===== src/rtl/vsx_pkg.sv =====
package vsx_pkg;

  // Bits needed to hold the values 0..maxval (never less than one).
  function automatic int cnt_bits(input int maxval);
    return (maxval < 2) ? 1 : $clog2(maxval + 1);
  endfunction

endpackage


===== src/rtl/vsx_sync2.sv =====
module vsx_sync2 #(
  parameter logic IDLE = 1'b1
) (
  input  logic clk,
  input  logic rst_n,
  input  logic d,
  output logic q
);

  logic meta_q;
  logic sync_q;

  always_ff @(posedge clk or negedge rst_n) begin
    if (!rst_n) begin
      meta_q <= IDLE;
      sync_q <= IDLE;
    end else begin
      meta_q <= d;
      sync_q <= meta_q;
    end
  end

  assign q = sync_q;

endmodule


===== src/rtl/vsx_lowrun.sv =====
module vsx_lowrun #(
  parameter int SERR_MIN = 429,
  parameter int DFLT_DLY = 1674
) (
  input  logic clk,
  input  logic rst_n,
  input  logic s,          // synchronized sync level, active low
  output logic ser_trig,   // rise ending a serration-class low run
  output logic to_trig     // low run reached the default delay
);

  localparam int LW = vsx_pkg::cnt_bits(DFLT_DLY);
  localparam logic [LW-1:0] L_SAT = LW'(DFLT_DLY);
  localparam logic [LW-1:0] L_TO  = LW'(DFLT_DLY - 1);
  localparam logic [LW-1:0] L_SER = LW'(SERR_MIN);

  logic          s_d;
  logic [LW-1:0] run_q;
  logic [LW-1:0] run_d;
  logic          run_en;

  // Next-state: count low samples, saturate at the timeout value.
  always_comb begin
    run_en = !s && (run_q != L_SAT);
    if (s)
      run_d = '0;
    else if (run_en)
      run_d = run_q + LW'(1);
    else
      run_d = run_q;
  end

  always_ff @(posedge clk or negedge rst_n) begin
    if (!rst_n) begin
      s_d   <= 1'b1;
      run_q <= '0;
    end else begin
      s_d   <= s;
      run_q <= run_d;
    end
  end

  assign ser_trig = s && !s_d && (run_q > L_SER);
  assign to_trig  = !s && (run_q == L_TO);

endmodule


===== src/rtl/vsx_pulse.sv =====
module vsx_pulse #(
  parameter int VS_WIDTH = 6210,
  parameter int HOLDOFF  = 224796
) (
  input  logic clk,
  input  logic rst_n,
  input  logic trig,
  input  logic lost,
  output logic vsync_n
);

  localparam int WW = vsx_pkg::cnt_bits(VS_WIDTH);
  localparam int HW = vsx_pkg::cnt_bits(HOLDOFF);
  localparam logic [WW-1:0] W_LD = WW'(VS_WIDTH);
  localparam logic [HW-1:0] H_LD = HW'(HOLDOFF - 1);

  logic [WW-1:0] wid_q, wid_d;
  logic [HW-1:0] hold_q, hold_d;
  logic          vs_q, vs_d;
  logic          accept;
  logic          wid_en, hold_en;

  always_comb begin
    accept  = trig && !lost && (hold_q == '0);
    wid_en  = (wid_q != '0);
    hold_en = (hold_q != '0);
    if (lost) begin
      wid_d  = '0;
      hold_d = '0;
    end else if (accept) begin
      wid_d  = W_LD;
      hold_d = H_LD;
    end else begin
      wid_d  = wid_en  ? wid_q  - WW'(1) : wid_q;
      hold_d = hold_en ? hold_q - HW'(1) : hold_q;
    end
    vs_d = !(lost || (wid_d != '0));
  end

  always_ff @(posedge clk or negedge rst_n) begin
    if (!rst_n) begin
      wid_q  <= '0;
      hold_q <= '0;
      vs_q   <= 1'b1;
    end else begin
      wid_q  <= wid_d;
      hold_q <= hold_d;
      vs_q   <= vs_d;
    end
  end

  assign vsync_n = vs_q;

endmodule


===== src/rtl/vsync_extract.sv =====
module vsync_extract #(
  parameter int SERR_MIN = 429,
  parameter int DFLT_DLY = 1674,
  parameter int VS_WIDTH = 6210,
  parameter int HOLDOFF  = 224796
) (
  input  logic clk,
  input  logic rst_n,
  input  logic csync_n,
  input  logic sync_lost,
  output logic vsync_n
);

  logic s_sync;
  logic ser_trig;
  logic to_trig;
  logic any_trig;

  vsx_sync2 #(.IDLE(1'b1)) u_sync (
    .clk   (clk),
    .rst_n (rst_n),
    .d     (csync_n),
    .q     (s_sync)
  );

  vsx_lowrun #(.SERR_MIN(SERR_MIN), .DFLT_DLY(DFLT_DLY)) u_run (
    .clk      (clk),
    .rst_n    (rst_n),
    .s        (s_sync),
    .ser_trig (ser_trig),
    .to_trig  (to_trig)
  );

  assign any_trig = ser_trig || to_trig;

  vsx_pulse #(.VS_WIDTH(VS_WIDTH), .HOLDOFF(HOLDOFF)) u_pulse (
    .clk     (clk),
    .rst_n   (rst_n),
    .trig    (any_trig),
    .lost    (sync_lost),
    .vsync_n (vsync_n)
  );

endmodule


===== config.mk =====
export PLATFORM = sky130hd
export DESIGN_NAME = vsync_extract
export DESIGN_NICKNAME = d
export VERILOG_FILES = /design/src/rtl/vsx_pkg.sv /design/src/rtl/vsx_sync2.sv /design/src/rtl/vsx_lowrun.sv /design/src/rtl/vsx_pulse.sv /design/src/rtl/vsync_extract.sv
export SDC_FILE = /design/constraint.sdc
export NUM_CORES = 1
export LEC_CHECK = 0
export BUFFER_PORTS_ARGS = -buffer_cell sky130_fd_sc_hd__buf_2
export CORE_MARGIN = 3
export CORE_UTILIZATION = 56
export CTS_BUF_LIST = sky130_fd_sc_hd__clkbuf_16
export CTS_CLUSTER_DIAMETER = 80
export DETAILED_ROUTE_END_ITERATION = 16
export HOLD_SLACK_MARGIN = 0.05
export PLACE_DENSITY_LB_ADDON = 0.2
export SYNTH_ARGS = -nofsm -noshare
export SYNTH_HDL_FRONTEND = slang
export SYNTH_SLANG_ARGS = --single-unit

===== constraint.sdc =====
create_clock -name clk -period 7.5 [get_ports clk]
set_clock_uncertainty 0.15 [all_clocks]
set_input_delay 0.75 -clock clk [delete_from_list [all_inputs] [get_ports clk]]
set_output_delay 0.75 -clock clk [all_outputs]
set_load 0.05 [all_outputs]

==> flow_results.xml, run 1 <==
<?xml version="1.0" encoding="UTF-8"?>
<metrics>
  <group name="hold_path">
    <metric name="min_to" unit="">u_sync.q</metric>
    <metric name="min_from" unit="">u_sync.meta_q</metric>
    <metric name="hp-class" unit="">reg2reg</metric>
    <metric name="worst_hold_path.num_cells" unit="">0</metric>
  </group>
  <group name="finish">
    <metric name="most-common-layout-cells" unit="">42 x sky130_fd_sc_hd__dfrtp_1, 37 x sky130_fd_sc_hd__nor2_1, 22 x sky130_fd_sc_hd__a21oi_1, 15 x sky130_fd_sc_hd__nor3_1</metric>
    <metric name="final_net_count" unit="">282</metric>
    <metric name="antenna-diode-count" unit="">0</metric>
    <metric name="layout_cell_share_with_drive_strength_beyond_1" unit="%">7.326</metric>
    <metric name="post_layout_nonfiller_instances" unit="">323</metric>
    <metric name="layout.cells.most_common" unit="">sky130_fd_sc_hd__dfrtp_1</metric>
    <metric name="area_growth_syn_to_layout" unit="%">6.309</metric>
  </group>
  <group name="placed_design">
    <metric name="placed_cells" unit="">315</metric>
    <metric name="dp_hpwl" unit="µm">3199</metric>
    <metric name="port_buffers" unit="">4</metric>
    <metric name="routability_congestion_estimate" unit="">0.8740</metric>
  </group>
  <group name="route">
    <metric name="ant_nets" unit="">0</metric>
    <metric name="dr_total_vias" unit="">1939</metric>
    <metric name="detail_route.iter0.violations" unit="">160</metric>
    <metric name="route.final.wire_length" unit="µm">4651</metric>
    <metric name="post_drt_wl_per_cell" unit="µm">14.40</metric>
    <metric name="drcViolationCount" unit="">0</metric>
    <metric name="drt-pass1-iter-count" unit="">4</metric>
    <metric name="routed_via_density" unit="">6.003</metric>
  </group>
  <group name="timing">
    <metric name="hold_ws" unit="ps">207.6</metric>
    <metric name="final-hold-violation-count" unit="">0</metric>
    <metric name="worst_pin_slew" unit="ps">975.0</metric>
    <metric name="min_period_over_period" unit="%">42.13</metric>
    <metric name="period_needed" unit="ps">3160</metric>
    <metric name="max_freq" unit="GHz">0.3165</metric>
    <metric name="grt_setup_unrepaired" unit="">no</metric>
    <metric name="slew_headroom" unit="%">35.00</metric>
    <metric name="timing_max_transition_violations_final" unit="">0</metric>
    <metric name="tns" unit="ps">0</metric>
    <metric name="setup_viol" unit="">0</metric>
  </group>
  <group name="critical_path">
    <metric name="worstSetupEndpointType" unit="">register</metric>
    <metric name="slowest_stage" unit="">sky130_fd_sc_hd__or3_1</metric>
    <metric name="reg2reg_setup_slack" unit="ps">4340</metric>
    <metric name="setup.worst_path.start_class" unit="">register</metric>
    <metric name="crit_chain" unit="">inv_1 &gt; ha_1 &gt; or3b_2 &gt; or3_1 &gt; nor4_4 &gt; and2_1 &gt; or2_2 &gt; o31ai_1</metric>
    <metric name="critPathArrivalTime" unit="ps">3170</metric>
    <metric name="critPathBufInv" unit="">1</metric>
    <metric name="ff2ff_path_depth" unit="">8</metric>
    <metric name="crit_path_max_incr_delay" unit="ps">500</metric>
    <metric name="critPathRequiredTime" unit="ps">7510</metric>
    <metric name="worst_r2r_endpoint" unit="">u_pulse.hold_q[4]</metric>
    <metric name="setup.worst_path.class" unit="">reg2reg</metric>
    <metric name="regToRegStartpoint" unit="">u_pulse.hold_q[0]</metric>
    <metric name="critical_path.top_delay_family" unit="">simple AND/OR/NAND/NOR gates</metric>
    <metric name="crit_path_max_fanout" unit="">9</metric>
  </group>
  <group name="cts">
    <metric name="htree_levels" unit="">2</metric>
    <metric name="cts_post_setup_buffers_inserted" unit="">0</metric>
    <metric name="clock_insertion_delay_worst_skew" unit="ps">280</metric>
    <metric name="cts_buffer_depth" unit="">2</metric>
    <metric name="ctsRootBufferMaster" unit="">sky130_fd_sc_hd__clkbuf_16</metric>
    <metric name="hold_buffers" unit="">0</metric>
    <metric name="clk_transition_reported_paths" unit="ps">60</metric>
    <metric name="cts_made_buffers" unit="">5</metric>
    <metric name="cts.repair.resized" unit="">0</metric>
    <metric name="tritoncts_clock_tree" unit="">built</metric>
    <metric name="tritoncts_num_sinks" unit="">46</metric>
  </group>
  <group name="synthesis">
    <metric name="synth_ff_type" unit="">sky130_fd_sc_hd__dfrtp_1</metric>
    <metric name="synth_simple_gate_area_share" unit="%">26.91</metric>
    <metric name="async_reset_ff_share" unit="%">100.0</metric>
    <metric name="ys_types" unit="">46</metric>
    <metric name="number_of_warnings_issued_by_yosys" unit="">0</metric>
    <metric name="syn_std_cell_area" unit="mm²">0.002539</metric>
    <metric name="synthesis.instances" unit="">270</metric>
    <metric name="syn_area_per_cell" unit="µm²">9.403</metric>
    <metric name="synth.area.mux_share" unit="%">1.183</metric>
    <metric name="synth_seq_area_share" unit="%">45.54</metric>
    <metric name="adder_cell_share_of_the_synthesized_area" unit="%">2.957</metric>
    <metric name="synth_xor_area_share" unit="%">6.555</metric>
    <metric name="compound_gate_portion_of_the_synthesized_area" unit="%">13.06</metric>
    <metric name="flip_flop_and_latch_count_after_synthesis" unit="">46</metric>
    <metric name="number_of_enable_flip_flop_cells_after_synthesis" unit="">0</metric>
    <metric name="synth_top_family_by_area" unit="">simple AND/OR/NAND/NOR gates</metric>
    <metric name="mappedNetlistNets" unit="">280</metric>
  </group>
  <group name="floorplanning">
    <metric name="floorplan.initialDensity" unit="%">60.84</metric>
    <metric name="die_y" unit="µm">73.33</metric>
    <metric name="core" unit="mm²">0.004173</metric>
    <metric name="num_rows" unit="">23</metric>
    <metric name="die_width" unit="µm">73.33</metric>
    <metric name="io-pin-count" unit="">5</metric>
    <metric name="die_area" unit="mm²">0.005377</metric>
  </group>
  <group name="global_route">
    <metric name="overflow" unit="">0</metric>
    <metric name="global_route_wire_length_before_repair" unit="µm">8266</metric>
    <metric name="grt_antenna_before_repair" unit="">0</metric>
    <metric name="first_global_vias" unit="">1857</metric>
    <metric name="grt_max_degree" unit="">47</metric>
    <metric name="grt_util_overall" unit="%">19.64</metric>
  </group>
  <group name="power_and_ir_drop">
    <metric name="power.total" unit="mW">1.140</metric>
    <metric name="powerDensity" unit="mW/mm²">422.5</metric>
    <metric name="power.ir.vdd_worst" unit="µV">211.3</metric>
    <metric name="power.leakage" unit="nW">1.143</metric>
  </group>
  <group name="flow_run">
    <metric name="max_cap_viols" unit="">0</metric>
  </group>
  <group name="run_status">
    <metric name="status" unit="">complete, no violations</metric>
  </group>
</metrics>
==> cells by family (layout without fill, tap and decap cells) <==
group,Yosys count,count (layout)
mux,3,3
flops,46,46
fa+ha+maj,6,6
xor+xnor,19,19
compound gates,55,55
buf+inv,19,22
simple gates,122,122
==> registers in the layout, indices dropped and copies added (netlist names) <==
register,cells
u_run.run_q,11
u_pulse.vsync_n,1
u_pulse.hold_q,18
u_sync.meta_q,1
u_pulse.wid_q,13
u_sync.q,1
u_run.s_d,1
==> power breakdown <==
part           total, mW  leakage (nW)  internal [mW]  switching, mW
clock              0.205        0.0663          0.120         0.0855
sequential         0.406         0.608          0.324         0.0819
combinational      0.529         0.469          0.226          0.303
total               1.14          1.14          0.670          0.470
==> stage by stage <==
step,cell area [µm²],setup WS [ps],util (%)
after floorplan,2539,4779,-
after global placement,2562,4403,61.41
after detailed placement,2562,4351,61.41
after CTS,2699,4347,64.68
after global routing,2699,4101,64.68
final,2699,4340,64.68
==> cell type report <==
cell class                      instances  area [µm²]
Inverter                               10       37.54
Multi-Input combinational cell        205        1286
Clock buffer                            5       125.1
Timing Repair Buffer                    4       20.02
Clock inverter                          3       11.26
Sequential cell                        46        1156
Tap cell                               50       62.56
Fill cell                             341        1474
==> how the worst max path moves through the flow <==
stage | from | to | slack [ps] | cells past startpoint
2_1_floorplan | u_pulse.hold_q[0] | u_pulse.hold_q[4] | 4780 | 11
3_3_place_gp | u_pulse.hold_q[0] | u_pulse.hold_q[4] | 4400 | 8
3_5_place_dp | u_pulse.hold_q[0] | u_pulse.hold_q[4] | 4350 | 8
4_1_cts | u_pulse.hold_q[0] | u_pulse.hold_q[4] | 4350 | 8
5_1_grt | u_pulse.hold_q[0] | u_pulse.hold_q[4] | 4100 | 8
6_report | u_pulse.hold_q[0] | u_pulse.hold_q[4] | 4340 | 8
==> per-layer routing <==
| layer | up-vias | global-route usage, % | wire (µm) |
|---|---|---|---|
| li1 | 978 | - | - |
| met1 | 924 | 28.26 | 2361 |
| met2 | 32 | 29.79 | 2107 |
| met3 | 5 | 2.873 | 128 |
| met4 | 0 | 8.048 | 53 |
| met5 | - | 0 | 0 |
==> Yosys cell counts, types with 2 or more instances <==
| cell type | number | share of area [%] |
|---|---|---|
| sky130_fd_sc_hd__o31a_1 | 2 | 0.69 |
| sky130_fd_sc_hd__o21ai_0 | 14 | 2.8 |
| sky130_fd_sc_hd__and2_1 | 3 | 0.74 |
| sky130_fd_sc_hd__buf_2 | 2 | 0.39 |
| sky130_fd_sc_hd__buf_6 | 3 | 1.3 |
| sky130_fd_sc_hd__nor4_1 | 6 | 1.5 |
| sky130_fd_sc_hd__nor3_1 | 15 | 3.0 |
| sky130_fd_sc_hd__clkbuf_1 | 4 | 0.59 |
| sky130_fd_sc_hd__nand3_1 | 6 | 1.2 |
| sky130_fd_sc_hd__a21oi_1 | 22 | 4.3 |
| sky130_fd_sc_hd__ha_1 | 6 | 3.0 |
| sky130_fd_sc_hd__o31ai_1 | 2 | 0.59 |
| sky130_fd_sc_hd__or4_1 | 7 | 2.1 |
| sky130_fd_sc_hd__nor4_4 | 2 | 1.7 |
| sky130_fd_sc_hd__inv_1 | 10 | 1.5 |
| sky130_fd_sc_hd__xnor2_1 | 11 | 3.8 |
| sky130_fd_sc_hd__nand2_1 | 14 | 2.1 |
| sky130_fd_sc_hd__xor2_1 | 8 | 2.8 |
| sky130_fd_sc_hd__nand2b_1 | 6 | 1.5 |
| sky130_fd_sc_hd__or3b_2 | 2 | 0.69 |
| sky130_fd_sc_hd__a211oi_1 | 5 | 1.5 |
| sky130_fd_sc_hd__nand3b_1 | 4 | 1.2 |
| sky130_fd_sc_hd__nor2_1 | 37 | 5.5 |
| sky130_fd_sc_hd__dfrtp_1 | 42 | 41 |
| sky130_fd_sc_hd__o21a_1 | 2 | 0.59 |
| sky130_fd_sc_hd__mux2i_1 | 3 | 1.2 |
| sky130_fd_sc_hd__or3_1 | 8 | 2.0 |
| sky130_fd_sc_hd__a21boi_0 | 2 | 0.59 |
| sky130_fd_sc_hd__dfstp_2 | 4 | 4.1 |
| sky130_fd_sc_hd__nand4_1 | 2 | 0.49 |
Power figures use the tool's default switching activity.
==> run 2, diff against run 1 <==
==> constraint.sdc (replaced) <==
create_clock -name clk -period 3.1 [get_ports clk]
set_clock_uncertainty 0.15 [all_clocks]
set_input_delay 0.31 -clock clk [delete_from_list [all_inputs] [get_ports clk]]
set_output_delay 0.31 -clock clk [all_outputs]
set_load 0.05 [all_outputs]
==> flow_results.xml, run 2 (synthesis gave the netlist of run 1 again) <==
<?xml version="1.0" encoding="UTF-8"?>
<metrics>
  <group name="critical_path">
    <metric name="critical_path.top_delay_family" unit="">simple AND/OR/NAND/NOR gates</metric>
    <metric name="critPathBufInv" unit="">1</metric>
    <metric name="crit_chain" unit="">inv_1 &gt; ha_1 &gt; or3b_2 &gt; or3_1 &gt; nor4_4 &gt; and2_1 &gt; or2_2 &gt; o31ai_1</metric>
    <metric name="setup.worst_path.class" unit="">reg2reg</metric>
    <metric name="setup.worst_path.start_class" unit="">register</metric>
    <metric name="crit_path_max_incr_delay" unit="ps">500</metric>
    <metric name="crit_path_max_fanout" unit="">9</metric>
    <metric name="critPathRequiredTime" unit="ps">3100</metric>
    <metric name="slowest_stage" unit="">sky130_fd_sc_hd__or3b_2</metric>
    <metric name="critPathArrivalTime" unit="ps">2890</metric>
    <metric name="worstSetupEndpointType" unit="">register</metric>
  </group>
  <group name="route">
    <metric name="detail_route.iter0.violations" unit="">172</metric>
    <metric name="dr_total_vias" unit="">1997</metric>
    <metric name="drt-pass1-iter-count" unit="">6</metric>
    <metric name="post_drt_wl_per_cell" unit="µm">15.18</metric>
    <metric name="drcViolationCount" unit="">0</metric>
    <metric name="ant_nets" unit="">0</metric>
    <metric name="route.final.wire_length" unit="µm">4963</metric>
    <metric name="routed_via_density" unit="">6.107</metric>
  </group>
  <group name="finish">
    <metric name="sequential_cell_area" unit="mm²">0.001156</metric>
    <metric name="post_layout_nonfiller_instances" unit="">327</metric>
    <metric name="num-fill-cells" unit="">338</metric>
    <metric name="final_net_count" unit="">287</metric>
    <metric name="max_reg_flops" unit="">18</metric>
    <metric name="layout.cells.most_common" unit="">sky130_fd_sc_hd__dfrtp_1</metric>
    <metric name="layout_cell_share_with_drive_strength_beyond_1" unit="%">9.025</metric>
    <metric name="multi_input_area" unit="mm²">0.001286</metric>
    <metric name="postLayoutCoreUtil" unit="%">66.18</metric>
    <metric name="layout_top_registers" unit="">u_pulse.hold_q (18), u_pulse.wid_q (13), u_run.run_q (11)</metric>
    <metric name="area_growth_syn_to_layout" unit="%">8.773</metric>
    <metric name="regMostFlops" unit="">u_pulse.hold_q</metric>
    <metric name="antenna-diode-count" unit="">0</metric>
    <metric name="most-common-layout-cells" unit="">42 x sky130_fd_sc_hd__dfrtp_1, 37 x sky130_fd_sc_hd__nor2_1, 22 x sky130_fd_sc_hd__a21oi_1, 15 x sky130_fd_sc_hd__nor3_1</metric>
  </group>
  <group name="power_and_ir_drop">
    <metric name="power.total" unit="mW">2.891</metric>
    <metric name="powerDensity" unit="mW/mm²">1047</metric>
    <metric name="seq_power_share" unit="%">34.0</metric>
    <metric name="p_sw" unit="mW">1.161</metric>
    <metric name="power.ir.vdd_worst" unit="µV">538.4</metric>
    <metric name="fraction_of_power_consumed_by_the_clock_network" unit="%">19.9</metric>
    <metric name="switching_share" unit="%">40.15</metric>
    <metric name="power.leakage" unit="nW">1.178</metric>
    <metric name="internal-power" unit="mW">1.731</metric>
    <metric name="power_frac_comb" unit="%">46.1</metric>
  </group>
  <group name="placed_design">
    <metric name="place_ws" unit="ps">244.0</metric>
    <metric name="routability_congestion_estimate" unit="">0.9138</metric>
    <metric name="placed_cells" unit="">319</metric>
    <metric name="dp_hpwl" unit="µm">3401</metric>
    <metric name="port_buffers" unit="">4</metric>
  </group>
  <group name="floorplanning">
    <metric name="die_area" unit="mm²">0.005377</metric>
    <metric name="core" unit="mm²">0.004173</metric>
    <metric name="io-pin-count" unit="">5</metric>
    <metric name="floorplan.initialDensity" unit="%">60.84</metric>
    <metric name="die_y" unit="µm">73.33</metric>
    <metric name="die_width" unit="µm">73.33</metric>
    <metric name="num_rows" unit="">23</metric>
  </group>
  <group name="timing">
    <metric name="worst_pin_slew" unit="ps">989.8</metric>
    <metric name="max_freq" unit="GHz">0.3465</metric>
    <metric name="setup_viol" unit="">0</metric>
    <metric name="period_needed" unit="ps">2886</metric>
    <metric name="final-hold-violation-count" unit="">0</metric>
    <metric name="min_period_over_period" unit="%">93.11</metric>
    <metric name="tns" unit="ps">0</metric>
    <metric name="timing_max_transition_violations_final" unit="">0</metric>
    <metric name="postLayoutSetupSlackWorst" unit="ps">213.6</metric>
    <metric name="grt_setup_unrepaired" unit="">no</metric>
    <metric name="slew_headroom" unit="%">34.01</metric>
  </group>
  <group name="global_route">
    <metric name="global_route_wire_length_before_repair" unit="µm">8742</metric>
    <metric name="first_global_vias" unit="">1824</metric>
    <metric name="grt_util_overall" unit="%">20.88</metric>
    <metric name="grt_antenna_before_repair" unit="">0</metric>
    <metric name="grt_max_degree" unit="">47</metric>
    <metric name="overflow" unit="">0</metric>
  </group>
  <group name="cts">
    <metric name="cts_buffer_depth" unit="">2</metric>
    <metric name="clk_transition_reported_paths" unit="ps">60</metric>
    <metric name="tritoncts_num_sinks" unit="">46</metric>
    <metric name="ctsRootBufferMaster" unit="">sky130_fd_sc_hd__clkbuf_16</metric>
    <metric name="htree_levels" unit="">2</metric>
    <metric name="tritoncts_clock_tree" unit="">built</metric>
    <metric name="cts_post_setup_buffers_inserted" unit="">0</metric>
    <metric name="cts_made_buffers" unit="">5</metric>
    <metric name="clock_insertion_delay_worst_skew" unit="ps">280</metric>
  </group>
  <group name="run_status">
    <metric name="status" unit="">complete, no violations</metric>
  </group>
  <group name="hold_path">
    <metric name="hp-class" unit="">in2async</metric>
  </group>
  <group name="flow_run">
    <metric name="max_cap_viols" unit="">0</metric>
  </group>
</metrics>
run 2: changes by cell type in the layout (fill, tap and decap cells not counted), sizes merged:
| cell | previous run | this run |
|---|---|---|
| buf | 4 | 8 |
| bufinv | 0 | 1 |
| clkinv | 3 | 1 |
| dlygate4sd3 | 0 | 1 |
run 2: what timing repair did:
action | in CTS | in global routing
gates resized for setup | 0 | 0
hold endpoints to repair | 1 | 0
hold buffers | 1 | 0
run 2: power groups by stage:
stage	sequential, mW	clock, mW	combinational [mW]
5_1_grt	1.01	0.623	1.50
3_5_place_dp	0.986	0	1.31
3_3_place_gp	0.983	0	1.28
6_report	0.983	0.576	1.33
4_1_cts	0.978	0.597	1.32
2_1_floorplan	0.940	0	1.10
run 2: layer usage:
layer | part of all wire, % | vias up | track usage (%) | routed length (µm)
met1 | 49 | 974 | 29.76 | 2412
met5 | 0 | - | 0 | 0
li1 | - | 977 | - | -
met2 | 47 | 42 | 32.67 | 2314
met3 | 3.9 | 4 | 4.104 | 192
met4 | 0.87 | 0 | 5.634 | 43
run 2: final timing paths:
| check | from | slack (ps) | cells after the start | to |
|---|---|---|---|---|
| max | u_pulse.hold_q[0] | 210 | 8 | u_pulse.hold_q[4] |
| max reg2reg | u_pulse.hold_q[0] | 210 | 8 | u_pulse.hold_q[4] |
| min | rst_n | 40 | 1 | u_run.run_q[2] |
| max in group asynchronous | rst_n | 2150 | 1 | u_pulse.hold_q[7] |
| min reg2reg | u_sync.meta_q | 210 | 0 | u_sync.q |
| min in group clk | u_sync.meta_q | 210 | 0 | u_sync.q |
run 2: cell type report:
cell class,instances,area share (%)
clock inverter,2,1.223
inverter,10,1.359
clock buffer,5,4.531
timing repair buffer,9,2.175
multi-input combinational,205,46.58
sequential,46,41.87
tap,50,2.266
run 2: metrics by stage:
stage	instance area, µm²	hold WS (ps)
final	2761	44.48
after global routing	2761	123.8
after CTS	2761	78.63
after detailed placement	2592	202.0
after global placement	2592	196.5
after floorplan	2539	-135.6
